**config.mk**
```make
export PLATFORM = sky130hd
export DESIGN_NAME = gpio_masked_port
export DESIGN_NICKNAME = d
export VERILOG_FILES = /design/src/rtl/gpio_pkg.sv /design/src/rtl/gpio_decode.sv /design/src/rtl/gpio_sync.sv /design/src/rtl/gpio_regs.sv /design/src/rtl/gpio_rdmux.sv /design/src/rtl/gpio_masked_port.sv
export SDC_FILE = /design/constraint.sdc
export NUM_CORES = 1
export LEC_CHECK = 0
export BUFFER_PORTS_ARGS = -buffer_cell sky130_fd_sc_hd__buf_2
export CAP_MARGIN = 20
export CORE_MARGIN = 4
export CORE_UTILIZATION = 25
export CTS_BUF_LIST = sky130_fd_sc_hd__clkbuf_8
export DETAILED_ROUTE_END_ITERATION = 6
export PLACE_DENSITY = 0.52
export SLEW_MARGIN = 10
export SYNTH_ARGS = -nofsm -noshare
export SYNTH_HDL_FRONTEND = slang
export SYNTH_SLANG_ARGS = --single-unit
```
**constraint.sdc**
```tcl
create_clock -name clk_i -period 1.9 [get_ports clk_i]
set_input_delay 0.38 -clock clk_i [delete_from_list [all_inputs] [get_ports clk_i]]
set_output_delay 0.38 -clock clk_i [all_outputs]
set_load 0.03 [all_outputs]
```
**src/rtl/gpio_pkg.sv**
```systemverilog
package gpio_pkg;
  typedef enum logic [1:0] {
    ACC_NONE = 2'd0,
    ACC_DATA = 2'd1,
    ACC_DIR  = 2'd2
  } acc_e;
endpackage

```
**src/rtl/gpio_decode.sv**
```systemverilog
module gpio_decode #(
  parameter int NPINS  = 8,
  parameter int ADDR_W = 12
) (
  input  logic [ADDR_W-1:0] addr_i,
  output gpio_pkg::acc_e    kind_o,
  output logic [NPINS-1:0]  mask_o
);
  localparam logic [ADDR_W-1:0] DIR_ADDR = ADDR_W'(1) << (NPINS + 2);
  localparam int HI_W = ADDR_W - NPINS - 2;

  logic aligned, in_window;

  assign aligned   = (addr_i[1:0] == 2'b00);
  assign in_window = (addr_i[ADDR_W-1:NPINS+2] == HI_W'(0));
  assign mask_o    = addr_i[NPINS+1:2];

  always_comb begin
    if (aligned && in_window)  kind_o = gpio_pkg::ACC_DATA;
    else if (addr_i == DIR_ADDR) kind_o = gpio_pkg::ACC_DIR;
    else                       kind_o = gpio_pkg::ACC_NONE;
  end
endmodule

```
**src/rtl/gpio_sync.sv**
```systemverilog
module gpio_sync #(
  parameter int W      = 8,
  parameter int STAGES = 2
) (
  input  logic         clk_i,
  input  logic         rst_ni,
  input  logic [W-1:0] d_i,
  output logic [W-1:0] q_o
);
  logic [W-1:0] stg [STAGES];

  always_ff @(posedge clk_i or negedge rst_ni) begin
    if (!rst_ni) stg[0] <= '0;
    else         stg[0] <= d_i;
  end

  for (genvar s = 1; s < STAGES; s++) begin : g_stage
    always_ff @(posedge clk_i or negedge rst_ni) begin
      if (!rst_ni) stg[s] <= '0;
      else         stg[s] <= stg[s-1];
    end
  end

  assign q_o = stg[STAGES-1];
endmodule

```
**src/rtl/gpio_regs.sv**
```systemverilog
module gpio_regs #(
  parameter int NPINS = 8
) (
  input  logic             clk_i,
  input  logic             rst_ni,
  input  logic             wr_i,
  input  gpio_pkg::acc_e   kind_i,
  input  logic [NPINS-1:0] mask_i,
  input  logic [NPINS-1:0] wdata_i,
  output logic [NPINS-1:0] dir_o,
  output logic [NPINS-1:0] data_o
);
  logic [NPINS-1:0] dir_q, data_q, upd;

  // a data bit moves only when selected by address and driven as output
  assign upd = mask_i & dir_q;

  always_ff @(posedge clk_i or negedge rst_ni) begin
    if (!rst_ni) begin
      dir_q  <= '0;
      data_q <= '0;
    end else if (wr_i) begin
      if (kind_i == gpio_pkg::ACC_DIR)  dir_q  <= wdata_i;
      if (kind_i == gpio_pkg::ACC_DATA) data_q <= (data_q & ~upd) | (wdata_i & upd);
    end
  end

  assign dir_o  = dir_q;
  assign data_o = data_q;
endmodule

```
**src/rtl/gpio_rdmux.sv**
```systemverilog
module gpio_rdmux #(
  parameter int NPINS = 8
) (
  input  logic             clk_i,
  input  logic             rst_ni,
  input  logic             rd_i,
  input  gpio_pkg::acc_e   kind_i,
  input  logic [NPINS-1:0] mask_i,
  input  logic [NPINS-1:0] dir_i,
  input  logic [NPINS-1:0] data_i,
  input  logic [NPINS-1:0] pin_i,
  output logic [NPINS-1:0] rdata_o
);
  logic [NPINS-1:0] level, rd_d, rd_q;

  for (genvar n = 0; n < NPINS; n++) begin : g_pin
    assign level[n] = dir_i[n] ? data_i[n] : pin_i[n];
  end

  always_comb begin
    unique case (kind_i)
      gpio_pkg::ACC_DATA: rd_d = level & mask_i;
      gpio_pkg::ACC_DIR:  rd_d = dir_i;
      default:            rd_d = '0;
    endcase
  end

  always_ff @(posedge clk_i or negedge rst_ni) begin
    if (!rst_ni)   rd_q <= '0;
    else if (rd_i) rd_q <= rd_d;
  end

  assign rdata_o = rd_q;
endmodule

```
**src/rtl/gpio_masked_port.sv**
```systemverilog
module gpio_masked_port #(
  parameter int NPINS       = 8,
  parameter int ADDR_W      = 12,
  parameter int SYNC_STAGES = 2
) (
  input  logic              clk_i,
  input  logic              rst_ni,
  input  logic [ADDR_W-1:0] addr_i,
  input  logic [NPINS-1:0]  wdata_i,
  input  logic              wr_i,
  input  logic              rd_i,
  output logic [NPINS-1:0]  rdata_o,
  input  logic [NPINS-1:0]  gpio_i,
  output logic [NPINS-1:0]  gpio_o,
  output logic [NPINS-1:0]  gpio_oe_o
);
  gpio_pkg::acc_e   kind;
  logic [NPINS-1:0] mask, dir, data, pin_s;

  gpio_decode #(.NPINS(NPINS), .ADDR_W(ADDR_W)) u_dec (
    .addr_i (addr_i),
    .kind_o (kind),
    .mask_o (mask)
  );

  gpio_sync #(.W(NPINS), .STAGES(SYNC_STAGES)) u_sync (
    .clk_i  (clk_i),
    .rst_ni (rst_ni),
    .d_i    (gpio_i),
    .q_o    (pin_s)
  );

  gpio_regs #(.NPINS(NPINS)) u_regs (
    .clk_i   (clk_i),
    .rst_ni  (rst_ni),
    .wr_i    (wr_i),
    .kind_i  (kind),
    .mask_i  (mask),
    .wdata_i (wdata_i),
    .dir_o   (dir),
    .data_o  (data)
  );

  gpio_rdmux #(.NPINS(NPINS)) u_rd (
    .clk_i   (clk_i),
    .rst_ni  (rst_ni),
    .rd_i    (rd_i),
    .kind_i  (kind),
    .mask_i  (mask),
    .dir_i   (dir),
    .data_i  (data),
    .pin_i   (pin_s),
    .rdata_o (rdata_o)
  );

  assign gpio_o    = data;
  assign gpio_oe_o = dir;
endmodule

```
==> summary.md, run 1 <==
| Metric | Value |
|---|---|
| Outcome | `finished, final reports clean` |
| Slew margin rel. | `66.3%` |
| Post-route minimum period | `1470 ps` |
| Final Wtd Congestion | `0.757` |
| Total track usage | `10.8%` |
| Final core occ | `34.3%` |
| CP delay by family, top | `simple AND/OR/NAND/NOR gates` |
| IO Count | `56` |
| Final setup vio count | `0` |
| CP max FO | `6` |
| YS warnings | `0` |
| DRT Pass-1 Iters | `4` |
| I/O Buffers | `55` |
| Grt ovf | `0` |
| Die Footprint | `0.00776 mm^2` |
| CTS root buf | `clkbuf_8` |
| Final Hold Fails | `0` |
| DP Cell Count | `250` |
| DR WL/cell | `15.1 um` |
| Max-cap violation count | `0` |
| Largest net degree at the start of global routing | `41` |
| Crit path capture type | `flip-flop` |
| #FFs+latches synth | `40` |
| H-Tree Depth | `2` |
| Final #Nets | `214` |
| Post-route setup slack | `433 ps` |
| Drt via density | `4.53` |
| Die height | `88.1 um` |
| Core Area | `0.00606 mm^2` |
| Post-cts sizing count | `0` |
| Clk_skew | `4.52 ps` |
| Max Freq | `0.682 GHz` |
| P&R area growth vs syn | `29.7%` |
| CP Cell Sequence | `buf_2, nor4b_1, and4_1, buf_4, mux2_2` |
| CTS Buffer Depth | `2` |
| # diodes | `0` |
| Tcrit/Tclk final | `77.2%` |
| Clk_lat worst skew | `280 ps` |
| RSZ-0062 raised after global routing | `false` |
| Seq/Total Area, Yosys | `62.5%` |
| Number of global-route vias before repair | `1,250` |
| Post-Route WL | `3890 um` |
| Fill count | `621` |
| CTS tree | `done` |
| Mean Syn Cell Area | `13.7 um^2` |
| Yosys cell types | `15` |
| Worst IR Drop VDD | `0.000442 V` |
| Setup TNS | `0 ps` |
| Global-route wire length before repair | `6300 um` |
| Leakage | `1.02 nW` |
| Critical Path RT | `2070 ps` |
| Tightest Pin Transition | `505 ps` |
| WP data arrival | `1630 ps` |
| Critical Path Source Type | `input port` |
| Place WS | `96.3 ps` |
| Initial DRC Count | `45` |
| PwrDens | `718 mW/mm^2` |
| Die X | `88.1 um` |
| Post-CTS Setup Inserts | `0` |
| Final HPWL DP | `2910 um` |
| Area of the mapped netlist | `0.00160 mm^2` |
| Layout cells sized above 1 | `50.5%` |
| WP buf/inv | `2` |
| Synthesized Nets | `149` |
| Initial core utilization | `26.4%` |
| CTS clk-pin slew, worst paths | `70 ps` |
| Initial antenna violation count | `0` |
| Slowest CP cell | `nor4b_1` |
| Antenna viol nets, final | `0` |
| Hold Crit Class | `input port to async pin` |
| Fin cells | `257` |
| Critical path class | `input port to flip-flop` |
| Post-route DRC violation count | `0` |
| CTS Sinks | `40` |
| Row cnt | `28` |
| Syn Inst Count | `117` |
| Slowest cell delay on critical path | `370 ps` |
| DR vias | `1,165` |
| CTS buffer count | `5` |
| Max-slew violations | `0` |
| Hold buffers post-CTS | `0` |
## cell usage after synthesis
master	number	area share, %
and4_1	1	0.55
buf_2	1	0.31
buf_4	1	0.47
buf_6	1	0.70
clkbuf_1	2	0.47
dfrtp_1	40	62
inv_1	16	3.7
mux2_1	2	1.4
mux2_2	22	15
nand4_1	17	6.6
nor3_1	2	0.62
nor3b_1	2	0.94
nor4_4	1	1.3
nor4b_1	1	0.55
o221ai_1	8	4.4
## cell type report
type	instances	area (um^2)	share of cell area, %
clock buffer	5	68.8	3.31
clock inverter	2	8.76	0.421
inverter	16	60.1	2.89
multi-input combinational	56	510	24.6
sequential	40	1000	48.2
tap	75	93.8	4.52
timing repair buffer	63	335	16.1
## worst paths after layout
path	startpoint	to	slack, ps	depth (start not counted)
worst max-delay path	addr_i[2]	u_regs.dir_o[6]$_DFFE_PN0P_	430	5
worst min-delay path	rst_ni	u_rd.rdata_o[3]$_DFFE_PN0P_	150	2
worst max register to register	u_regs.dir_o[0]$_DFFE_PN0P_	u_rd.rdata_o[0]$_DFFE_PN0P_	780	3
worst min register to register	u_sync.stg[12]$_DFF_PN0_	u_sync.q_o[4]$_DFF_PN0_	350	0
max in group asynchronous	rst_ni	u_regs.dir_o[7]$_DFFE_PN0P_	1400	2
min in group clk_i	gpio_i[0]	u_sync.stg[8]$_DFF_PN0_	200	1
## worst register-to-register path: stages (launching register included)
cell      delay, ps
dfrtp_1         430
mux2_2          360
nand4_1          90
o221ai_1        110
## stage by stage
step / instance area, um^2 / power [mW] / hold WS [ps]
after detailed placement: 2000 / 1.00 / 335
final: 2080 / 1.49 / 151
after CTS: 2080 / 1.53 / 154
after global routing: 2080 / 1.57 / 181
after floorplan: 1600 / 0.926 / 84.4
after global placement: 2000 / 1.00 / 332
## layout by cell type (no fill, tap or decap), drive strengths merged, types with 2 or more instances in the layout
cell / count
buf: 63
dfrtp: 40
mux2: 24
inv: 17
nand4: 17
o221ai: 8
clkbuf: 5
nor3: 2
nor3b: 2
## metal layers
metal | global-route usage (%) | wire length (um) | share of wire [%]
met1 | 14.7 | 1790 | 46
met2 | 16.1 | 1750 | 45
met3 | 3.95 | 296 | 7.6
met4 | 3.30 | 53 | 1.4
met5 | 0 | 0 | 0
## power by group
part           leakage [nW]  internal [mW]  switching [mW]
Clock                0.0452          0.244           0.263
Sequential            0.521          0.871         0.00638
Combinational         0.456         0.0433          0.0636
## cells by family (layout without fill, tap and decap cells)
kind of cell	count (synthesis)	count (layout)	share of synthesized area, %
compound gates	8	8	4.37
buf+inv	21	86	5.70
flops	40	40	62.5
mux	24	24	16.9
simple gates	24	24	10.6
No activity file was read; power rests on OpenSTA's default activity.
==> inputs of run 2 (changes only) <==
--- a/config.mk
+++ b/config.mk
@@ -11,7 +11,7 @@
 export CORE_UTILIZATION = 25
 export CTS_BUF_LIST = sky130_fd_sc_hd__clkbuf_8
 export DETAILED_ROUTE_END_ITERATION = 6
-export PLACE_DENSITY = 0.52
+export PLACE_DENSITY = 0.53
 export SLEW_MARGIN = 10
 export SYNTH_ARGS = -nofsm -noshare
 export SYNTH_HDL_FRONTEND = slang
==> constraint.sdc (replaced) <==
create_clock -name clk_i -period 1.2 [get_ports clk_i]
set_input_delay 0.24 -clock clk_i [delete_from_list [all_inputs] [get_ports clk_i]]
set_output_delay 0.24 -clock clk_i [all_outputs]
set_load 0.03 [all_outputs]
==> summary.md, run 2 (synthesis results as in run 1) <==
| Metric | Value |
|---|---|
| Detail Route met3 WL | `321 um` |
| IO Count | `56` |
| CTS Sinks | `40` |
| Outcome | `finished, final reports clean` |
| Initial core utilization | `26.4%` |
| Critical path class | `input port to flip-flop` |
| Number of global-route vias before repair | `1,320` |
| WL met2 | `1790 um` |
| Max-slew violations | `0` |
| Hold Crit Class | `input port to flip-flop` |
| Total track usage | `11.8%` |
| Initial DRC Count | `35` |
| CP max FO | `3` |
| Max-cap violation count | `0` |
| Most frequent cells in the layout | `buf_2, dfrtp_1, buf_4` |
| Leakage | `1.11 nW` |
| P&R area growth vs syn | `44.6%` |
| Slowest cell delay on critical path | `330 ps` |
| Final Wtd Congestion | `0.730` |
| Initial antenna violation count | `0` |
| Post-route DRC violation count | `0` |
| DRT Pass-1 Iters | `3` |
| WP data arrival | `1360 ps` |
| Grt ovf | `0` |
| Slowest CP cell | `mux2_2` |
| Critical Path Source Type | `input port` |
| CTS tree | `done` |
| Final setup vio count | `0` |
| Layout cells sized above 1 | `61.1%` |
| Final core occ | `38.2%` |
| Clock share of power | `35.2%` |
| Final Hold Fails | `0` |
| Critical Path RT | `1380 ps` |
| PwrDens | `1070 mW/mm^2` |
| Die X | `88.1 um` |
| CTS root buf | `clkbuf_8` |
| Clk_skew | `8.72 ps` |
| Final Instance Area | `0.00232 mm^2` |
| Worst IR Drop VDD | `0.000700 V` |
| I/O Buffers | `55` |
| DR WL/cell | `14.7 um` |
| Max Freq | `0.846 GHz` |
| Tightest Pin Transition | `394 ps` |
| Switching share of power | `24.1%` |
| Drt via density | `4.49` |
| Row cnt | `28` |
| CTS clk-pin slew, worst paths | `80 ps` |
| Commonest non-fill, non-tap cell in the layout | `buf_2` |
| Uppermost routed layer | `met4` |
| CTS Buffer Depth | `2` |
| Crit path capture type | `flip-flop` |
| Global-route wire length before repair | `6640 um` |
| Slew margin rel. | `73.7%` |
| Largest net degree at the start of global routing | `17` |
| Clk_lat worst skew | `300 ps` |
| Hold WS | `39.2 ps` |
| Final #Nets | `229` |
| Die height | `88.1 um` |
| H-Tree Depth | `2` |
| CP Cell Sequence | `buf_2, nor4b_4, and4_4, buf_4, mux2_2` |
| Post-Route WL | `4030 um` |
| Placed cell areas | `0.00216 mm^2` |
| # diodes | `0` |
| Post-route minimum period | `1180 ps` |
| Core Area | `0.00606 mm^2` |
| Flop pwr share | `56.1%` |
| Die Footprint | `0.00776 mm^2` |
| Tcrit/Tclk final | `98.5%` |
| Met1 WL | `1840 um` |
| RSZ-0062 raised after global routing | `false` |
| Psw | `0.597 mW` |
| CTS buffer count | `5` |
| Antenna viol nets, final | `0` |
| Comb pwr share | `8.7%` |
| DR vias | `1,226` |
| Cell internal pwr | `1.88 mW` |
| Final HPWL DP | `3140 um` |
==> run 2: layout make-up <==
class,instances,area [um^2]
tap,75,93.8
sequential,40,1010
clock buffer,5,68.8
fill,600,3740
timing repair buffer,78,502
clock inverter,3,16.3
inverter,16,60.1
multi-input combinational,56,566
==> run 2: power by group through the flow <==
stage	registers (mW)	logic, mW	clock network [mW]
floorplan	1.42	0.0470	0
global placement	1.42	0.212	0
detailed placement	1.42	0.212	0
CTS	1.39	0.216	0.913
global route	1.39	0.241	0.984
finish	1.39	0.216	0.871
==> run 2: path summary, 6_finish.rpt <==
path,cells past startpoint,endpoint,slack [ps],from
worst max-delay path,5,u_regs.dir_o[7]$_DFFE_PN0P_,20,addr_i[2]
worst min-delay path,1,u_sync.stg[13]$_DFF_PN0_,40,gpio_i[5]
worst max register to register,3,flip-flop,100,u_regs.dir_o[3]$_DFFE_PN0P_
worst min register to register,0,u_sync.q_o[0]$_DFF_PN0_,350,u_sync.stg[8]$_DFF_PN0_
max in group asynchronous,3,u_regs.dir_o[5]$_DFFE_PN0P_,380,rst_ni
min in group asynchronous,2,u_regs.dir_o[0]$_DFFE_PN0P_,400,rst_ni
==> run 2: what timing repair did <==
item / 4_1_cts / 5_1_grt
gates cloned: 0 / 0
pin swaps: 1 / 1
hold buffers: 1 / 0
setup endpoints to repair: 4 / 13
buffers inserted: 0 / 3
gates resized for setup: 1 / 17
hold endpoints to repair: 11 / 0
==> run 2: per-stage QoR <==
step                worst slack (ps)  setup TNS (ps)  instances  power (mW)
floorplan                       -117            -916        117        1.47
global placement                -321           -5250        261        1.63
detailed placement              -342           -5440        261        1.63
CTS                             3.23               0        270        2.52
global route                   0.755               0        273        2.62
finish                          18.3               0        273        2.48
==> run 2: critical path, delay by kind of cell <==
family | cells | cell delay [ps]
buffers and inverters | 2 | 250
muxes | 1 | 330
and+or+nand+nor | 2 | 550
==> run 2: layer usage <==
layer	track usage (%)	up-vias
met5	0	-
met4	4.53	0
met3	4.89	5
met2	17.1	42
met1	15.6	587
li1	-	592
==> inputs of run 3 (changes only) <==
--- a/config.mk
+++ b/config.mk
@@ -7,11 +7,13 @@
 export LEC_CHECK = 0
 export BUFFER_PORTS_ARGS = -buffer_cell sky130_fd_sc_hd__buf_2
 export CAP_MARGIN = 20
+export CELL_PAD_IN_SITES_DETAIL_PLACEMENT = 0
+export CELL_PAD_IN_SITES_GLOBAL_PLACEMENT = 1
 export CORE_MARGIN = 4
 export CORE_UTILIZATION = 25
 export CTS_BUF_LIST = sky130_fd_sc_hd__clkbuf_8
 export DETAILED_ROUTE_END_ITERATION = 6
-export PLACE_DENSITY = 0.53
+export PLACE_DENSITY = 0.63
 export SLEW_MARGIN = 10
 export SYNTH_ARGS = -nofsm -noshare
 export SYNTH_HDL_FRONTEND = slang
==> summary.md, run 3 (synthesis results as in run 1) <==
| Metric | Value |
|---|---|
| DR vias | `1,238` |
| # diodes | `0` |
| Slew margin rel. | `82.9%` |
| P&R area growth vs syn | `44.8%` |
| Max Freq | `0.847 GHz` |
| I/O Buffers | `55` |
| Clk_lat worst skew | `280 ps` |
| CTS Buffer Depth | `2` |
| Setup TNS | `0 ps` |
| Final #Nets | `230` |
| CP max FO | `4` |
| Met1 WL | `1850 um` |
| Antenna viol nets, final | `0` |
| Final Hold Fails | `0` |
| CP delay by family, top | `simple AND/OR/NAND/NOR gates` |
| Row cnt | `28` |
| WL met2 | `1840 um` |
| Reg2reg path depth | `3` |
| Uppermost routed layer | `met4` |
| Grt ovf | `0` |
| Worst IR Drop VDD | `0.000573 V` |
| PwrDens | `1080 mW/mm^2` |
| Fill count | `626` |
| Hold path endpoint | `u_sync.stg[10]$_DFF_PN0_` |
| Commonest non-fill, non-tap cell in the layout | `buf_2` |
| Worst hold stages | `1` |
| Global-route wire length before repair | `6350 um` |
| Total track usage | `10.9%` |
| Post-route minimum period | `1180 ps` |
| Number of global-route vias before repair | `1,315` |
| Critical Path Source Type | `input port` |
| CP most frequent cell | `buf_6` |
| Leakage | `1.12 nW` |
| Tightest Pin Transition | `255 ps` |
| Max-slew violations | `0` |
| CP Launch Point | `addr_i[3]` |
| Post-Route WL | `4020 um` |
| Slowest cell delay on critical path | `310 ps` |
| Crit path capture type | `flip-flop` |
| WP buf/inv | `2` |
| Core Area | `0.00606 mm^2` |
| Hold Crit Class | `input port to flip-flop` |
| Worst r2r src | `u_regs.dir_o[4]$_DFFE_PN0P_` |
| Layout cells sized above 1 | `60.3%` |
| Die Footprint | `0.00776 mm^2` |
| Drt via density | `4.52` |
| Initial core utilization | `26.4%` |
| Hold path start | `gpio_i[2]` |
| DRT Pass-1 Iters | `4` |
| Final HPWL DP | `3030 um` |
| H-Tree Depth | `2` |
| DR WL/cell | `14.7 um` |
| CTS clk-pin slew, worst paths | `70 ps` |
| Die X | `88.1 um` |
| Die height | `88.1 um` |
| Outcome | `finished, final reports clean` |
| Clk_skew | `2.45 ps` |
| IO Count | `56` |
| WP data arrival | `1350 ps` |
| Largest net degree at the start of global routing | `41` |
| Final setup vio count | `0` |
| Initial DRC Count | `25` |
| Tcrit/Tclk final | `98.3%` |
| Final Wtd Congestion | `0.727` |
| Post-route DRC violation count | `0` |
| Most frequent cells in the layout | `buf_2, dfrtp_1, buf_4` |
| Max-cap violation count | `0` |
| CTS buffer count | `5` |
| Initial antenna violation count | `0` |
| Slowest CP cell | `nor4b_4` |
| Critical path class | `input port to flip-flop` |
| CTS root buf | `clkbuf_8` |
| R2r setup slk | `100 ps` |
| Detail Route met3 WL | `290 um` |
| RSZ-0062 raised after global routing | `true` |
| CTS Sinks | `40` |
| CP Cell Sequence | `buf_6, nor4b_4, and4_4, buf_6, mux2_4` |
| Critical Path RT | `1370 ps` |
| CTS tree | `done` |
| Final core occ | `38.3%` |
-- run 3: power breakdown --
| group | switching [mW] | leakage, nW | internal (mW) |
|---|---|---|---|
| clock network | 0.441 | 0.0538 | 0.452 |
| registers | 0.0103 | 0.508 | 1.38 |
| logic | 0.114 | 0.563 | 0.106 |
| total | 0.565 | 1.12 | 1.94 |
-- run 3: cell type report --
cell class / instances / area (um^2) / area share (%)
clock buffers: 6 / 82.6 / 3.56
clock inverters: 2 / 7.51 / 0.323
flip-flops and latches: 40 / 1010 / 43.6
multi-input cells: 56 / 573 / 24.7
repair buffers: 79 / 493 / 21.2
well taps: 75 / 93.8 / 4.04
inverters: 16 / 60.1 / 2.59
-- run 3: worst max-delay path by stage --
| stage | endpoint | cells past startpoint | slack (ps) |
|---|---|---|---|
| after floorplan | flip-flop | 4 | -120 |
| after global placement | u_regs.dir_o[6]$_DFFE_PN0P_ | 5 | -340 |
| after detailed placement | u_regs.dir_o[6]$_DFFE_PN0P_ | 5 | -370 |
| after CTS | u_regs.dir_o[7]$_DFFE_PN0P_ | 5 | 7 |
| after global routing | gpio_oe_o[0] | 1 | 0.6 |
| final | u_regs.dir_o[5]$_DFFE_PN0P_ | 5 | 20 |
-- run 3: metrics by stage --
stage | power, mW | area [um^2] | setup WS [ps] | hold slack, ps | cells
finish | 2.50 | 2320 | 20.0 | 54.8 | 274
global route | 2.62 | 2320 | 0.607 | 37.5 | 274
CTS | 2.55 | 2300 | 7.44 | 45.5 | 273
detailed placement | 1.63 | 2160 | -367 | 225 | 263
global placement | 1.63 | 2160 | -344 | 224 | 263
floorplan | 1.47 | 1660 | -117 | -55.6 | 117
-- run 3: repair_timing --
| action | 4_1_cts | 5_1_grt |
|---|---|---|
| endpoints found under the hold margin | 40 | 0 |
| setup buffers | 1 | 1 |
| gates resized for setup | 8 | 5 |
| hold buffers | 1 | 0 |
| pin swaps | 2 | 2 |
| cloned | 0 | 0 |
| setup endpoints to repair | 6 | 7 |
-- run 3: layer usage --
layer  global-route usage [%]  vias up
li1                         -      593
met4                     2.47        0
met5                        0        -
met1                     13.9      597
met3                     4.33        5
met2                     17.5       43
